==> src/rtl/arb_pkg.sv <==
package arb_pkg;

    // Position of an access inside a four-word register group (address bits [3:2]).
    typedef enum logic [1:0] {
        AK_PLAIN = 2'd0,
        AK_SET   = 2'd1,
        AK_CLR   = 2'd2,
        AK_TGL   = 2'd3
    } alias_kind_e;

    // Legal-write masks, indexed by alias_kind_e.
    localparam logic [3:0] AK_ALLOW_ALL = 4'b1111;
    localparam logic [3:0] AK_ALLOW_CLR = 4'b0100;

endpackage

==> src/rtl/arb_decode.sv <==
module arb_decode
    import arb_pkg::*;
#(
    parameter int unsigned AW        = 8,
    parameter logic [AW-1:0] MODE_BASE = 8'hB0,
    parameter logic [AW-1:0] FILT_BASE = 8'hC0,
    parameter logic [AW-1:0] FLAG_BASE = 8'hD0
) (
    input  logic [AW-1:0] addr,
    output logic          sel_mode,
    output logic          sel_filt,
    output logic          sel_flag,
    output alias_kind_e   kind
);

    logic aligned;

    always_comb begin
        aligned  = (addr[1:0] == 2'b00);
        sel_mode = aligned && (addr[AW-1:4] == MODE_BASE[AW-1:4]);
        sel_filt = aligned && (addr[AW-1:4] == FILT_BASE[AW-1:4]);
        sel_flag = aligned && (addr[AW-1:4] == FLAG_BASE[AW-1:4]);
        kind     = alias_kind_e'(addr[3:2]);
    end

endmodule

==> src/rtl/arb_alias_reg.sv <==
module arb_alias_reg
    import arb_pkg::*;
#(
    parameter int unsigned   W     = 32,
    parameter logic [W-1:0]  IMPL  = '1,
    parameter logic [W-1:0]  RST   = '0,
    parameter logic [3:0]    ALLOW = AK_ALLOW_ALL
) (
    input  logic         clk,
    input  logic         rst_n,
    input  logic         wr_hit,
    input  alias_kind_e  kind,
    input  logic [W-1:0] wdata,
    input  logic [W-1:0] hw_set,
    output logic [W-1:0] value
);

    typedef struct packed {
        logic [W-1:0] val;
    } reg_st_t;

    reg_st_t      st_d, st_q;
    logic         legal;
    logic [W-1:0] upd;

    always_comb begin
        st_d  = st_q;
        legal = wr_hit && ALLOW[kind];
        upd   = st_q.val;
        if (legal) begin
            unique case (kind)
                AK_PLAIN: upd = wdata;
                AK_SET:   upd = st_q.val | wdata;
                AK_CLR:   upd = st_q.val & ~wdata;
                AK_TGL:   upd = st_q.val ^ wdata;
            endcase
        end
        // Hardware set is applied last, so it overrides a same-cycle clear.
        st_d.val = (upd | hw_set) & IMPL;
    end

    always_ff @(posedge clk or negedge rst_n) begin
        if (!rst_n) st_q.val <= RST & IMPL;
        else        st_q     <= st_d;
    end

    assign value = st_q.val;

    AST_PLAIN_LOAD: assert property (@(posedge clk) disable iff (!rst_n)
        (wr_hit && kind == AK_PLAIN && ALLOW[0]) |=> (value == ($past(wdata | hw_set) & IMPL)));
    AST_SET_ALIAS: assert property (@(posedge clk) disable iff (!rst_n)
        (wr_hit && kind == AK_SET && ALLOW[1]) |=> ((value & $past(wdata & IMPL)) == $past(wdata & IMPL)));
    AST_CLR_ALIAS: assert property (@(posedge clk) disable iff (!rst_n)
        (wr_hit && kind == AK_CLR && ALLOW[2]) |=> ((value & $past(wdata & ~hw_set)) == '0));
    AST_HW_WINS: assert property (@(posedge clk) disable iff (!rst_n)
        (hw_set != '0) |=> ((value & $past(hw_set & IMPL)) == $past(hw_set & IMPL)));
    AST_ILLEGAL_HOLD: assert property (@(posedge clk) disable iff (!rst_n)
        (wr_hit && !ALLOW[kind] && hw_set == '0) |=> $stable(value));
    AST_IDLE_HOLD: assert property (@(posedge clk) disable iff (!rst_n)
        (!wr_hit && hw_set == '0) |=> $stable(value));
    AST_UNIMPL_ZERO: assert property (@(posedge clk) disable iff (!rst_n)
        ((value & ~IMPL) == '0));

endmodule

==> src/rtl/alias_reg_bank.sv <==
module alias_reg_bank
    import arb_pkg::*;
#(
    parameter int unsigned    DW        = 32,
    parameter int unsigned    AW        = 8,
    parameter logic [DW-1:0]  IMPL_MASK = 32'h00FF_FFFF,
    parameter logic [DW-1:0]  MODE_RST  = 32'h0000_0000,
    parameter logic [DW-1:0]  FILT_RST  = 32'hFF00_00A5,
    parameter logic [DW-1:0]  FLAG_RST  = 32'h0000_0000,
    parameter logic [AW-1:0]  MODE_BASE = 8'hB0,
    parameter logic [AW-1:0]  FILT_BASE = 8'hC0,
    parameter logic [AW-1:0]  FLAG_BASE = 8'hD0
) (
    input  logic          clk,
    input  logic          rst_n,
    input  logic          bus_wr,
    input  logic          bus_rd,
    input  logic [AW-1:0] bus_addr,
    input  logic [DW-1:0] bus_wdata,
    output logic [DW-1:0] bus_rdata,
    input  logic [DW-1:0] evt_i,
    output logic [DW-1:0] mode_o,
    output logic [DW-1:0] filt_o,
    output logic [DW-1:0] flag_o
);

    typedef struct packed {
        logic [DW-1:0] rdata;
    } rd_st_t;

    rd_st_t      rd_d, rd_q;
    logic        sel_mode, sel_filt, sel_flag;
    alias_kind_e kind;
    logic [DW-1:0] no_hw;

    assign no_hw = '0;

    arb_decode #(
        .AW(AW), .MODE_BASE(MODE_BASE), .FILT_BASE(FILT_BASE), .FLAG_BASE(FLAG_BASE)
    ) u_dec (
        .addr(bus_addr), .sel_mode(sel_mode), .sel_filt(sel_filt),
        .sel_flag(sel_flag), .kind(kind)
    );

    arb_alias_reg #(.W(DW), .IMPL(IMPL_MASK), .RST(MODE_RST), .ALLOW(AK_ALLOW_ALL)) u_mode (
        .clk(clk), .rst_n(rst_n), .wr_hit(bus_wr && sel_mode), .kind(kind),
        .wdata(bus_wdata), .hw_set(no_hw), .value(mode_o)
    );

    arb_alias_reg #(.W(DW), .IMPL(IMPL_MASK), .RST(FILT_RST), .ALLOW(AK_ALLOW_ALL)) u_filt (
        .clk(clk), .rst_n(rst_n), .wr_hit(bus_wr && sel_filt), .kind(kind),
        .wdata(bus_wdata), .hw_set(no_hw), .value(filt_o)
    );

    arb_alias_reg #(.W(DW), .IMPL(IMPL_MASK), .RST(FLAG_RST), .ALLOW(AK_ALLOW_CLR)) u_flag (
        .clk(clk), .rst_n(rst_n), .wr_hit(bus_wr && sel_flag), .kind(kind),
        .wdata(bus_wdata), .hw_set(evt_i), .value(flag_o)
    );

    always_comb begin
        rd_d.rdata = '0;
        if (bus_rd && kind == AK_PLAIN) begin
            if (sel_mode)      rd_d.rdata = mode_o;
            else if (sel_filt) rd_d.rdata = filt_o;
            else if (sel_flag) rd_d.rdata = flag_o;
        end
    end

    always_ff @(posedge clk or negedge rst_n) begin
        if (!rst_n) rd_q.rdata <= '0;
        else        rd_q       <= rd_d;
    end

    assign bus_rdata = rd_q.rdata;

    AST_RD_IDLE_ZERO: assert property (@(posedge clk) disable iff (!rst_n)
        (!bus_rd) |=> (bus_rdata == '0));
    AST_RD_ALIAS_ZERO: assert property (@(posedge clk) disable iff (!rst_n)
        (bus_rd && kind != AK_PLAIN) |=> (bus_rdata == '0));
    AST_RD_UNMAPPED_ZERO: assert property (@(posedge clk) disable iff (!rst_n)
        (bus_rd && !(sel_mode || sel_filt || sel_flag)) |=> (bus_rdata == '0));
    AST_SEL_ONEHOT: assert property (@(posedge clk) disable iff (!rst_n)
        $onehot0({sel_mode, sel_filt, sel_flag}));

endmodule

==> config.mk <==
export PLATFORM = sky130hd
export DESIGN_NAME = alias_reg_bank
export DESIGN_NICKNAME = d
export VERILOG_FILES = /design/src/rtl/arb_pkg.sv /design/src/rtl/arb_decode.sv /design/src/rtl/arb_alias_reg.sv /design/src/rtl/alias_reg_bank.sv
export SDC_FILE = /design/constraint.sdc
export NUM_CORES = 1
export LEC_CHECK = 0
export BUFFER_PORTS_ARGS = -buffer_cell sky130_fd_sc_hd__clkbuf_2
export CELL_PAD_IN_SITES_DETAIL_PLACEMENT = 1
export CELL_PAD_IN_SITES_GLOBAL_PLACEMENT = 1
export CORE_MARGIN = 2
export CORE_UTILIZATION = 40
export CTS_BUF_LIST = sky130_fd_sc_hd__clkbuf_16
export CTS_CLUSTER_DIAMETER = 40
export DETAILED_ROUTE_END_ITERATION = 6
export PLACE_DENSITY_LB_ADDON = 0.1
export SYNTH_ARGS = -nofsm -noshare
export SYNTH_HDL_FRONTEND = slang
export SYNTH_HIERARCHICAL = 1
export SYNTH_SLANG_ARGS = --single-unit
==> constraint.sdc <==
create_clock -name clk -period 1.64 [get_ports clk]
set_clock_uncertainty 0.1 [all_clocks]
set_input_delay 0.164 -clock clk [delete_from_list [all_inputs] [get_ports clk]]
set_output_delay 0.164 -clock clk [all_outputs]
set_load 0.02 [all_outputs]
==> results of run 1 <==
where the power goes:
| group | total (mW) | internal (mW) | leakage (nW) | switching, mW |
|---|---|---|---|---|
| combinational | 0.865 | 0.340 | 3.93 | 0.525 |
| sequential | 2.59 | 2.58 | 1.09 | 0.0164 |
| clock | 2.20 | 1.16 | 0.147 | 1.03 |
| total | 5.65 | 4.08 | 5.16 | 1.57 |
metrics by stage:
stage,area [µm²],worst slack [ns]
3_5_place_dp,9886,-0.1758
5_1_grt,10420,0.1068
3_3_place_gp,9886,-0.1218
2_1_floorplan,8997,-0.02669
6_report,10420,0.2059
4_1_cts,10420,0.1988
synthesized netlist by cell type, drive strengths merged, types with 2 or more instances:
cell type,count,share of area
o221ai,48,0.050
dfrtp,100,0.30
a211oi,32,0.046
a21oi,86,0.051
clkbuf,13,0.0058
conb,4,0.0018
nor2,55,0.024
ha,120,0.18
nand3b,32,0.028
and2,3,0.0022
nand2,2,0.00089
buf,64,0.066
inv,164,0.073
nor2b,32,0.024
dfstp,4,0.012
nand2b,4,0.0030
mux2i,114,0.13
layout make-up:
class	instances	area, µm²	area share
multi-input combinational	605	5104	0.4899
sequential	104	2608	0.2503
timing repair buffer	223	1463	0.1404
inverter	164	618.1	0.05933
tap	275	344.1	0.03303
clock buffer	9	225.2	0.02162
clock inverter	7	57.56	0.005524
state kept, by name, indices dropped and copies added (netlist names):
name,count
u_filt/value,24
bus_rdata,32
u_mode/value,24
u_flag/value,24
critical path: stages:
cell and delay, ns:
sky130_fd_sc_hd__clkbuf_2 0.09, sky130_fd_sc_hd__nand4bb_1 0.27, sky130_fd_sc_hd__nor3b_4 0.25, sky130_fd_sc_hd__and2_4 0.20
sky130_fd_sc_hd__inv_2 0.22, sky130_fd_sc_hd__a21oi_1 0.23, sky130_fd_sc_hd__o221ai_1 0.13
repair_timing:
action                                 4_1_cts  5_1_grt
endpoints found under the hold margin      124        0
hold buffers                                25        0
setup endpoints to repair                    0        0
how the worst min path moves through the flow:
stage,startpoint,end,slack (ns),cells after the start
after detailed placement,rst_n,u_flag/value[5],-0.14,1
final,rst_n,u_flag/value[5],0.04,2
after floorplan,rst_n,bus_rdata[0],-0.23,0
after global placement,rst_n,u_flag/value[5],-0.14,1
after CTS,rst_n,u_flag/value[5],0.02,2
after global routing,rst_n,u_flag/value[5],0.05,2
per-layer routing:
metal | vias up | track usage | wire length (µm)
li1 | 3301 | - | -
met3 | 17 | 0.03811 | 800
met2 | 116 | 0.3727 | 11190
met4 | 0 | 0.03524 | 204
met5 | - | 0 | 0
met1 | 3360 | 0.2689 | 10440
cell families (layout without fill, tap and decap cells):
| logic type | after synthesis | in the layout | synth area share |
|---|---|---|---|
| flops | 104 | 104 | 0.3077 |
| compound gates | 166 | 166 | 0.1465 |
| buf+inv | 241 | 403 | 0.1441 |
| other cells | 4 | 72 | 0.001771 |
| fa+ha+maj | 120 | 120 | 0.1772 |
| simple gates | 133 | 133 | 0.08801 |
| mux | 114 | 114 | 0.1347 |
==> metrics.txt, run 1 <==
sum of overflow across all layers after global routing=0; predominant post-synthesis flop cell=sky130_fd_sc_hd__dfrtp_1; Worst Reg-to-Reg Cells=4; reg-to-reg critical path startpoint=u_filt/value[12]; number of instances in the synthesized netlist=882; Unique masters post-synth=27; Antenna diodes=0; share of final-layout standard cells stronger than drive strength 1=0.2590; number of cells in the design after placement=about 1300; die area=0.02236 mm²; vias in the first global route=around 7000; non-filler instance count after layout=between 1000 and 1500; utilization after layout=0.4988; syn_area_per_cell=9.607 µm²; Reg2Reg Setup Slack=0.21 ns; Post-synth EDFFs=0; Buffers on Ports=around 160; power per standard cell area=542.6 mW/mm²; Top Ports=approximately 200; NumNets Final=approximately 1300; Final Total Pwr=roughly 5.7 mW; most frequent cells in the layout=sky130_fd_sc_hd__inv_1, sky130_fd_sc_hd__clkbuf_2, sky130_fd_sc_hd__ha_1; sum of routed wire length over all layers=roughly 23000 µm; count of yosys warnings during synthesis=6; 1st-pass router iterations=4; max-cap check violation count=0; status=completed; Placeable Area=roughly 0.021 mm²; CTS root buf=sky130_fd_sc_hd__clkbuf_16; average via count per standard cell=4.898; Worst Tran Pin Value=between 0.5 and 0.6 ns; max-slew violation count=0; Setup Buffers After CTS=0; Clock transition at path regs=approximately 0.07 ns; Startpoint Class=primary input; arrival time of data at the critical path endpoint=approximately 1.6 ns; clock buffer depth=2; Crit. Startpoint=bus_addr[0]; H-tree depth=3; RSZ-0062 raised after global routing=false; largest net degree at the start of global routing=roughly 70; Hold Worst Slack=0.04499 ns; cell row count=53; number of clock sinks=~100; async set or reset register ratio after synthesis=1.000; most common library cell in the layout ignoring fill and taps=sky130_fd_sc_hd__inv_1; class of the worst hold path=primary input to asynchronous set/reset pin; DRT iter0 DRCs=172; filler cell count=around 2500; number of buffers inserted during clock tree synthesis=9; maximum fanout encountered on the critical timing path=24; post_cts resized=0; antenna violations before repair=0; leakage power of the design=5.160 nW; number of setup violations in the final report=0; Tmin final=about 1.4 ns; Clk Latency, worst-skew pair=between 0.3 and 0.4 ns; area grow syn2layout=22.96%; r2r endpoint=u_filt/value[12]; share of the cycle needed by the critical path after routing=0.8744; Total Neg Setup Slack=0 ns; normalized max-slew margin=0.6209; effective utilization at floorplan=0.4056; required time at the endpoint of the critical path=between 1.5 and 2 ns; fmax=approximately 0.70 GHz; Worst VDD drop=around 0.46 mV; number of design rule violations left after detail routing=0; chip width=approximately 150 µm; Detail Route Antenna Nets=0; Total Routing Usage GR=0.2097; Setup crit end kind=flop; sequential element share of the synthesized area=0.3077; RD Place Congestion=0.7335; routed wirelength normalized by instance count=16.32 µm; vias after detailed routing=6794; hold violation total from the final report=0; Vert. Die Dim=149.5 µm; Critical Path Sink=u_mode/value[15]; Synth Register Bits=approximately 100; wire length of the first global-routing pass=37220 µm; startpoint-to-endpoint class of the critical path=primary input to flop; post-detailed-placement half-perimeter wirelength=~16000 µm; post-synthesis instance area=approximately 0.0085 mm²; clock tree from TritonCTS=built
No activity file was read; power rests on OpenSTA's default activity.
==> inputs of run 2 (changes only) <==
Settings changed: SETUP_SLACK_MARGIN from default to 0.3.
==> metrics.txt, run 2 (synthesis gave the netlist of run 1 again) <==
status=completed (unchanged); Worst VDD drop=0.4531 mV (was 0.4645 mV); most common library cell in the layout ignoring fill and taps=sky130_fd_sc_hd__inv_1 (unchanged); Final Total Pwr=5.831 mW (was 5.653 mW); Reg2Reg Setup Slack=0.20 ns (was 0.21 ns); hold violation total from the final report=0 (unchanged); Crit path buffers/inverters=4 (was 2); NumNets Final=1336 (was 1303); cell chain of the critical path=buf_6 -> buf_4 -> buf_6 -> nor4_4 -> and2_4 -> inv_8 -> a21oi_1 -> o221ai_2 (was clkbuf_2 -> nand4bb_1 -> nor3b_4 -> and2_4 -> inv_2 -> a21oi_1 -> o221ai_1); vias in the first global route=7216 (was 7209); most used routing layer=met2 (unchanged); die area=0.02236 mm² (unchanged); Total Routing Usage GR=0.2205 (was 0.2097); final design area excluding fillers=0.01161 mm² (was 0.01042 mm²); slowest library cell on the worst path=sky130_fd_sc_hd__nor4_4 (was sky130_fd_sc_hd__nand4bb_1); area grow syn2layout=37.02% (was 22.96%); r2r endpoint=u_filt/value[7] (was u_filt/value[12]); Placeable Area=0.02089 mm² (unchanged); CTS root buf=sky130_fd_sc_hd__clkbuf_16 (unchanged); required time at the endpoint of the critical path=1.77 ns (about the same); average via count per standard cell=4.984 (was 4.898); clock buffer depth=2 (unchanged); met2 global-route usage=0.4057 (was 0.3727); Clock transition at path regs=0.07 ns (about the same); Hold Path Origin=bus_wdata[19]; antenna violations before repair=0 (unchanged); reg-to-reg critical path startpoint=u_filt/value[7] (was u_filt/value[12]); standard cell area after detailed placement=0.01012 mm² (was 0.009886 mm²); maximum fanout encountered on the critical timing path=24 (unchanged); Top delay family on crit path=simple AND/OR/NAND/NOR gates (unchanged); chip width=149.5 µm (unchanged); post-detailed-placement half-perimeter wirelength=16790 µm (was 16410 µm); leakage power of the design=5.461 nW (was 5.160 nW); Clk Latency, worst-skew pair=0.36 ns (was 0.37 ns); H-tree depth=3 (unchanged); filler cell count=2382 (was 2471); GR met3 Demand/Resource=0.02988 (was 0.03811); Buffers on Ports=163 (unchanged); wire length of the first global-routing pass=38610 µm (was 37220 µm); DRT iter0 DRCs=196 (was 172); startpoint-to-endpoint class of the critical path=primary input to flop (unchanged); Tmin final=1.478 ns (was 1.434 ns); number of buffers inserted during clock tree synthesis=9 (unchanged); largest incremental delay on the critical path=0.36 ns (was 0.27 ns); number of clock sinks=104 (unchanged); Antenna diodes=0 (unchanged); met1 track utilization from global routing=0.2751 (was 0.2689); routed wirelength normalized by instance count=18.55 µm (was 16.32 µm); share of the cycle needed by the critical path after routing=0.9012 (was 0.8744); Startpoint Class=primary input (unchanged); Top Ports=204 (unchanged); RD Place Congestion=0.7265 (was 0.7335); most numerous cell on the critical path=sky130_fd_sc_hd__buf_6; fmax=0.6766 GHz (was 0.6973 GHz); Hold Path Stages=3; share of final-layout standard cells stronger than drive strength 1=0.3790 (was 0.2590); Setup crit end kind=flop (unchanged); flip-flop count of the largest register, all copies and words added=32 (unchanged); sum of routed wire length over all layers=26350 µm (was 22640 µm); Worst Hold Path EP=u_mode/value[19]; max-slew violation count=0 (unchanged); vias after detailed routing=7077 (was 6794); clock tree from TritonCTS=built (unchanged); arrival time of data at the critical path endpoint=1.61 ns (was 1.56 ns); Detail Route Antenna Nets=0 (unchanged); Total Neg Setup Slack=0 ns (unchanged); effective utilization at floorplan=0.4056 (unchanged); Vert. Die Dim=149.5 µm (unchanged); sequential cell area=0.002648 mm² (was 0.002608 mm²); max-cap check violation count=0 (unchanged); class of the worst hold path=primary input to flop (was primary input to asynchronous set/reset pin); RSZ-0062 raised after global routing=true (was false); number of design rule violations left after detail routing=0 (unchanged); cell row count=53 (unchanged); number of setup violations in the final report=0 (unchanged); most frequent cells in the layout=sky130_fd_sc_hd__inv_1, sky130_fd_sc_hd__clkbuf_2, sky130_fd_sc_hd__ha_1 (unchanged); combined area of the multi-input logic cells=0.005637 mm² (was 0.005104 mm²); 1st-pass router iterations=4 (unchanged); Worst Reg-to-Reg Cells=4 (unchanged); power per standard cell area=502.2 mW/mm² (was 542.6 mW/mm²); largest net degree at the start of global routing=37 (was 71); sum of overflow across all layers after global routing=0 (unchanged)
## run 2: cell types whose count changed in the layout (fill, tap and decap cells not counted), moves of 9 or more
| cell | previous run | this run |
|---|---|---|
| sky130_fd_sc_hd__a21oi_2 | 16 | 44 |
| sky130_fd_sc_hd__a21oi_1 | 70 | 35 |
| sky130_fd_sc_hd__o221ai_1 | 33 | 8 |
| sky130_fd_sc_hd__buf_12 | 10 | 19 |
| sky130_fd_sc_hd__dfrtp_1 | 100 | 68 |
| sky130_fd_sc_hd__dfrtp_2 | 0 | 32 |
| sky130_fd_sc_hd__buf_6 | 1 | 11 |
| sky130_fd_sc_hd__o221ai_2 | 15 | 36 |
## run 2: metrics by stage
step,std cells,setup slack [ns],util,hold WS [ns]
floorplan,950,-0.007278,-,-0.2316
global placement,1345,-0.1150,0.4843,0.02557
detailed placement,1345,-0.2131,0.4843,0.02791
CTS,1398,0.2341,0.5232,0.08891
global route,1420,0.1326,0.5558,0.1199
finish,1420,0.1621,0.5558,0.09897
## run 2: metal layers
layer | routed length (µm) | vias to the layer above
met5 | 0 | -
met4 | 391 | 0
met3 | 780 | 22
met2 | 13590 | 119
met1 | 11590 | 3554
li1 | - | 3382
## run 2: worst max path at each step
stage,to,start,cells after the start
2_1_floorplan,u_filt/value[16],bus_addr[5],9
3_3_place_gp,u_flag/value[9],bus_addr[0],8
3_5_place_dp,u_flag/value[19],bus_addr[0],8
4_1_cts,filt_o[7],u_filt/value[7],1
5_1_grt,bus_rdata[22],bus_addr[0],8
6_report,u_filt/value[15],bus_addr[0],8
## run 2: power by group
group	internal, mW	total (mW)	switching (mW)
logic	0.388	0.984	0.596
clock network	1.17	2.25	1.08
registers	2.58	2.59	0.0183
## run 2: repair_timing
action	in CTS	in global routing
hold buffers	25	0
resized for setup	40	93
setup endpoints to repair	85	110
endpoints found under the hold margin	127	0
gates cloned	2	7
buffers inserted	10	15
pin swaps	12	35
## run 2: final cells by class
type	instances	area share
inverters	164	0.05432
multi-input cells	605	0.4855
repair buffers	256	0.1777
clock buffers	9	0.01940
well taps	275	0.02964
flip-flops and latches	104	0.2280
clock inverters	7	0.005389
## run 2: worst min-delay path: cells and delay by family
| kind | cells | cell delay [ns] |
|---|---|---|
| AOI/OAI and AO/OA | 1 | 0.16 |
| buffers and inverters | 1 | 0.12 |
| muxes | 1 | 0.08 |
==> inputs of run 3 (changes only) <==
Settings changed: ABC_AREA from default to 1.
==> metrics.txt, run 3 <==
sequential element share of the synthesized area=0.2662 (was 0.3077); top cell type's share of synthesized area=0.2555 (was 0.2953); area grow syn2layout=24.45% (was 37.02%); DRT iter0 DRCs=433 (was 196); worst setup slack after layout=0.2709 ns (was 0.1621 ns); routed wirelength normalized by instance count=17.63 µm (was 18.55 µm); standard cell area after detailed placement=0.01128 mm² (was 0.01012 mm²); vias in the first global route=10240 (was 7216); sum of routed wire length over all layers=35500 µm (was 26350 µm); arrival time of data at the critical path endpoint=1.11 ns (was 1.61 ns); cell row count=57 (was 53); Setup crit end kind=primary output (was flop); Tmin final=1.369 ns (was 1.478 ns); pre-CTS WS=0.05962 ns (was -0.2131 ns); number of setup violations in the final report=0 (unchanged); share of the cycle needed by the critical path after routing=0.8348 (was 0.9012); Post-synth EDFFs=0 (unchanged); cell chain of the critical path=buf_6 (was buf_6 -> buf_4 -> buf_6 -> nor4_4 -> and2_4 -> inv_8 -> a21oi_1 -> o221ai_2); antenna violations before repair=0 (unchanged); post-detailed-placement half-perimeter wirelength=26230 µm (was 16790 µm); NumNets Final=1905 (was 1336); clock buffer depth=2 (unchanged); normalized max-slew margin=0.6231; Final Total Pwr=6.132 mW (was 5.831 mW); Total Neg Setup Slack=0 ns (unchanged); Buffers on Ports=163 (unchanged); Vert. Die Dim=160.5 µm (was 149.5 µm); post-synthesis instance area=0.009796 mm² (was 0.008473 mm²); fmax=0.7304 GHz (was 0.6766 GHz); vias after detailed routing=9990 (was 7077); slowest library cell on the worst path=sky130_fd_sc_hd__dfstp_2 (was sky130_fd_sc_hd__nor4_4); non-filler instance count after layout=2014 (was 1420); top cell types by occurrence after synthesis=sky130_fd_sc_hd__nand2_1, sky130_fd_sc_hd__inv_1, sky130_fd_sc_hd__nor2_1 (was sky130_fd_sc_hd__inv_1, sky130_fd_sc_hd__ha_1, sky130_fd_sc_hd__mux2i_1); flip-flop count of the largest register, all copies and words added=32 (unchanged); RD Place Congestion=0.8099 (was 0.7265); utilization after layout=0.5042 (was 0.5558); area leader, netlist=sky130_fd_sc_hd__dfrtp_1 (unchanged); Worst Tran Pin Value=0.5647 ns; largest net degree at the start of global routing=49 (was 37); Worst VDD drop=0.4357 mV (was 0.4531 mV); share of final-layout standard cells stronger than drive strength 1=0.2266 (was 0.3790); chip width=160.5 µm (was 149.5 µm); effective utilization at floorplan=0.4052 (was 0.4056); Top delay family on crit path=flip-flops (was simple AND/OR/NAND/NOR gates); number of clock sinks=104 (unchanged); Unique masters post-synth=23 (was 27); number of buffers inserted during clock tree synthesis=9 (unchanged); Top Ports=204 (unchanged); startpoint-to-endpoint class of the critical path=flop to primary output (was primary input to flop); final design area excluding fillers=0.01219 mm² (was 0.01161 mm²); maximum fanout encountered on the critical timing path=4 (was 24); count of yosys warnings during synthesis=6 (unchanged); Clk Latency, worst-skew pair=0.36 ns (about the same); RSZ-0062 raised after global routing=true (unchanged); clock tree from TritonCTS=built (unchanged); Crit path buffers/inverters=1 (was 4); hold violation total from the final report=0 (unchanged); status=completed (unchanged); syn_area_per_cell=6.732 µm² (was 9.607 µm²); H-tree depth=3 (unchanged); wire length of the first global-routing pass=55520 µm (was 38610 µm); biggest area contributors in the synthesized netlist=sky130_fd_sc_hd__dfrtp_1, sky130_fd_sc_hd__ha_1, sky130_fd_sc_hd__nand2_1 (was sky130_fd_sc_hd__dfrtp_1, sky130_fd_sc_hd__ha_1, sky130_fd_sc_hd__mux2i_1); most common library cell in the layout ignoring fill and taps=sky130_fd_sc_hd__nand2_1 (was sky130_fd_sc_hd__inv_1); required time at the endpoint of the critical path=1.38 ns (was 1.77 ns); number of cells in the design after placement=1952 (was 1345); Clock transition at path regs=0.08 ns (was 0.07 ns); Total Routing Usage GR=0.2755 (was 0.2205); Placeable Area=0.02418 mm² (was 0.02089 mm²); class of the worst hold path=primary input to flop (unchanged); number of design rule violations left after detail routing=0 (unchanged); leakage power of the design=6.721 nW (was 5.461 nW); CTS root buf=sky130_fd_sc_hd__clkbuf_16 (unchanged); 1st-pass router iterations=5 (was 4); number of instances in the synthesized netlist=1455 (was 882); die area=0.02576 mm² (was 0.02236 mm²); Startpoint Class=flop (was primary input); predominant post-synthesis flop cell=sky130_fd_sc_hd__dfrtp_1 (unchanged); power per standard cell area=503.0 mW/mm² (was 502.2 mW/mm²); async set or reset register ratio after synthesis=1.000 (unchanged); Synth Register Bits=104 (unchanged); average via count per standard cell=4.960 (was 4.984); most instantiated library cell after synthesis=sky130_fd_sc_hd__nand2_1 (was sky130_fd_sc_hd__inv_1); Detail Route Antenna Nets=0 (unchanged); filler cell count=3212 (was 2382); most frequent cells in the layout=sky130_fd_sc_hd__nand2_1, sky130_fd_sc_hd__inv_1, sky130_fd_sc_hd__nor2_1 (was sky130_fd_sc_hd__inv_1, sky130_fd_sc_hd__clkbuf_2, sky130_fd_sc_hd__ha_1); max-slew violation count=0 (unchanged); sum of overflow across all layers after global routing=0 (unchanged); Antenna diodes=0 (unchanged); largest incremental delay on the critical path=0.60 ns (was 0.36 ns); max-cap check violation count=0 (unchanged); Hold Worst Slack=0.09107 ns (was 0.09897 ns)
## run 3: cell types whose count changed after synthesis, moves of 32 or more
cell                       delta
sky130_fd_sc_hd__nand2_1    +380
sky130_fd_sc_hd__mux2i_1    -114
sky130_fd_sc_hd__nand3_1    +161
sky130_fd_sc_hd__nor2b_1     -32
sky130_fd_sc_hd__inv_1       +47
sky130_fd_sc_hd__o221ai_1    -48
sky130_fd_sc_hd__nor2_1     +117
sky130_fd_sc_hd__a21oi_1     +34
## run 3: cell families (layout without fill, tap and decap cells)
logic type	count (synthesis)	count (layout)	share of synthesized area
adder cells (fa/ha/maj)	144	144	0.1839
flip-flops	104	104	0.2662
AND/OR/NAND/NOR	738	738	0.3143
buffers and inverters	323	490	0.1558
other	4	72	0.001532
AO/OA/AOI/OAI	142	142	0.07817
## run 3: cell type report
cell class                      count  area [µm²]  share of cell area
Tap cell                          324       405.4             0.03325
Sequential cell                   104        2674              0.2193
Clock inverter                      7       57.56            0.004721
Inverter                          222       840.8             0.06897
Multi-Input combinational cell   1096        6192              0.5080
Clock buffer                        9       225.2             0.01847
Timing Repair Buffer              252        1795              0.1473
## run 3: final timing paths
path / from / to / slack [ns] / cells after the start
max in group asynchronous: rst_n / u_mode/value[12] / 0.66 / 3
min in group asynchronous: rst_n / bus_rdata[26] / 0.19 / 2
setup reg to reg: u_filt/value[7] / u_filt/value[7] / 0.28 / 6
hold reg to reg: u_flag/value[7] / u_flag/value[7] / 0.46 / 2
setup / recovery: u_filt/value[2] / filt_o[2] / 0.27 / 1
hold / removal: bus_wdata[5] / u_filt/value[5] / 0.09 / 5
## run 3: metal layers
metal | global-route usage | vias up | wire length [µm]
met3 | 0.03822 | 53 | 1408
li1 | - | 4854 | -
met1 | 0.3481 | 4853 | 15590
met5 | 0 | - | 0
met4 | 0.08231 | 0 | 967
met2 | 0.4884 | 230 | 17540
## run 3: power breakdown
group | switching, mW | leakage [nW] | internal (mW)
sequential | 0.0203 | 1.07 | 2.58
clock | 1.07 | 0.150 | 1.16
combinational | 0.856 | 5.50 | 0.440
## run 3: what timing repair did
item	in CTS	in global routing
setup buffers	5	16
endpoints found under the setup margin	32	79
hold buffers	25	0
gates cloned	0	0
pin swaps	5	11
hold endpoints to repair	89	0
gates resized for setup	31	63
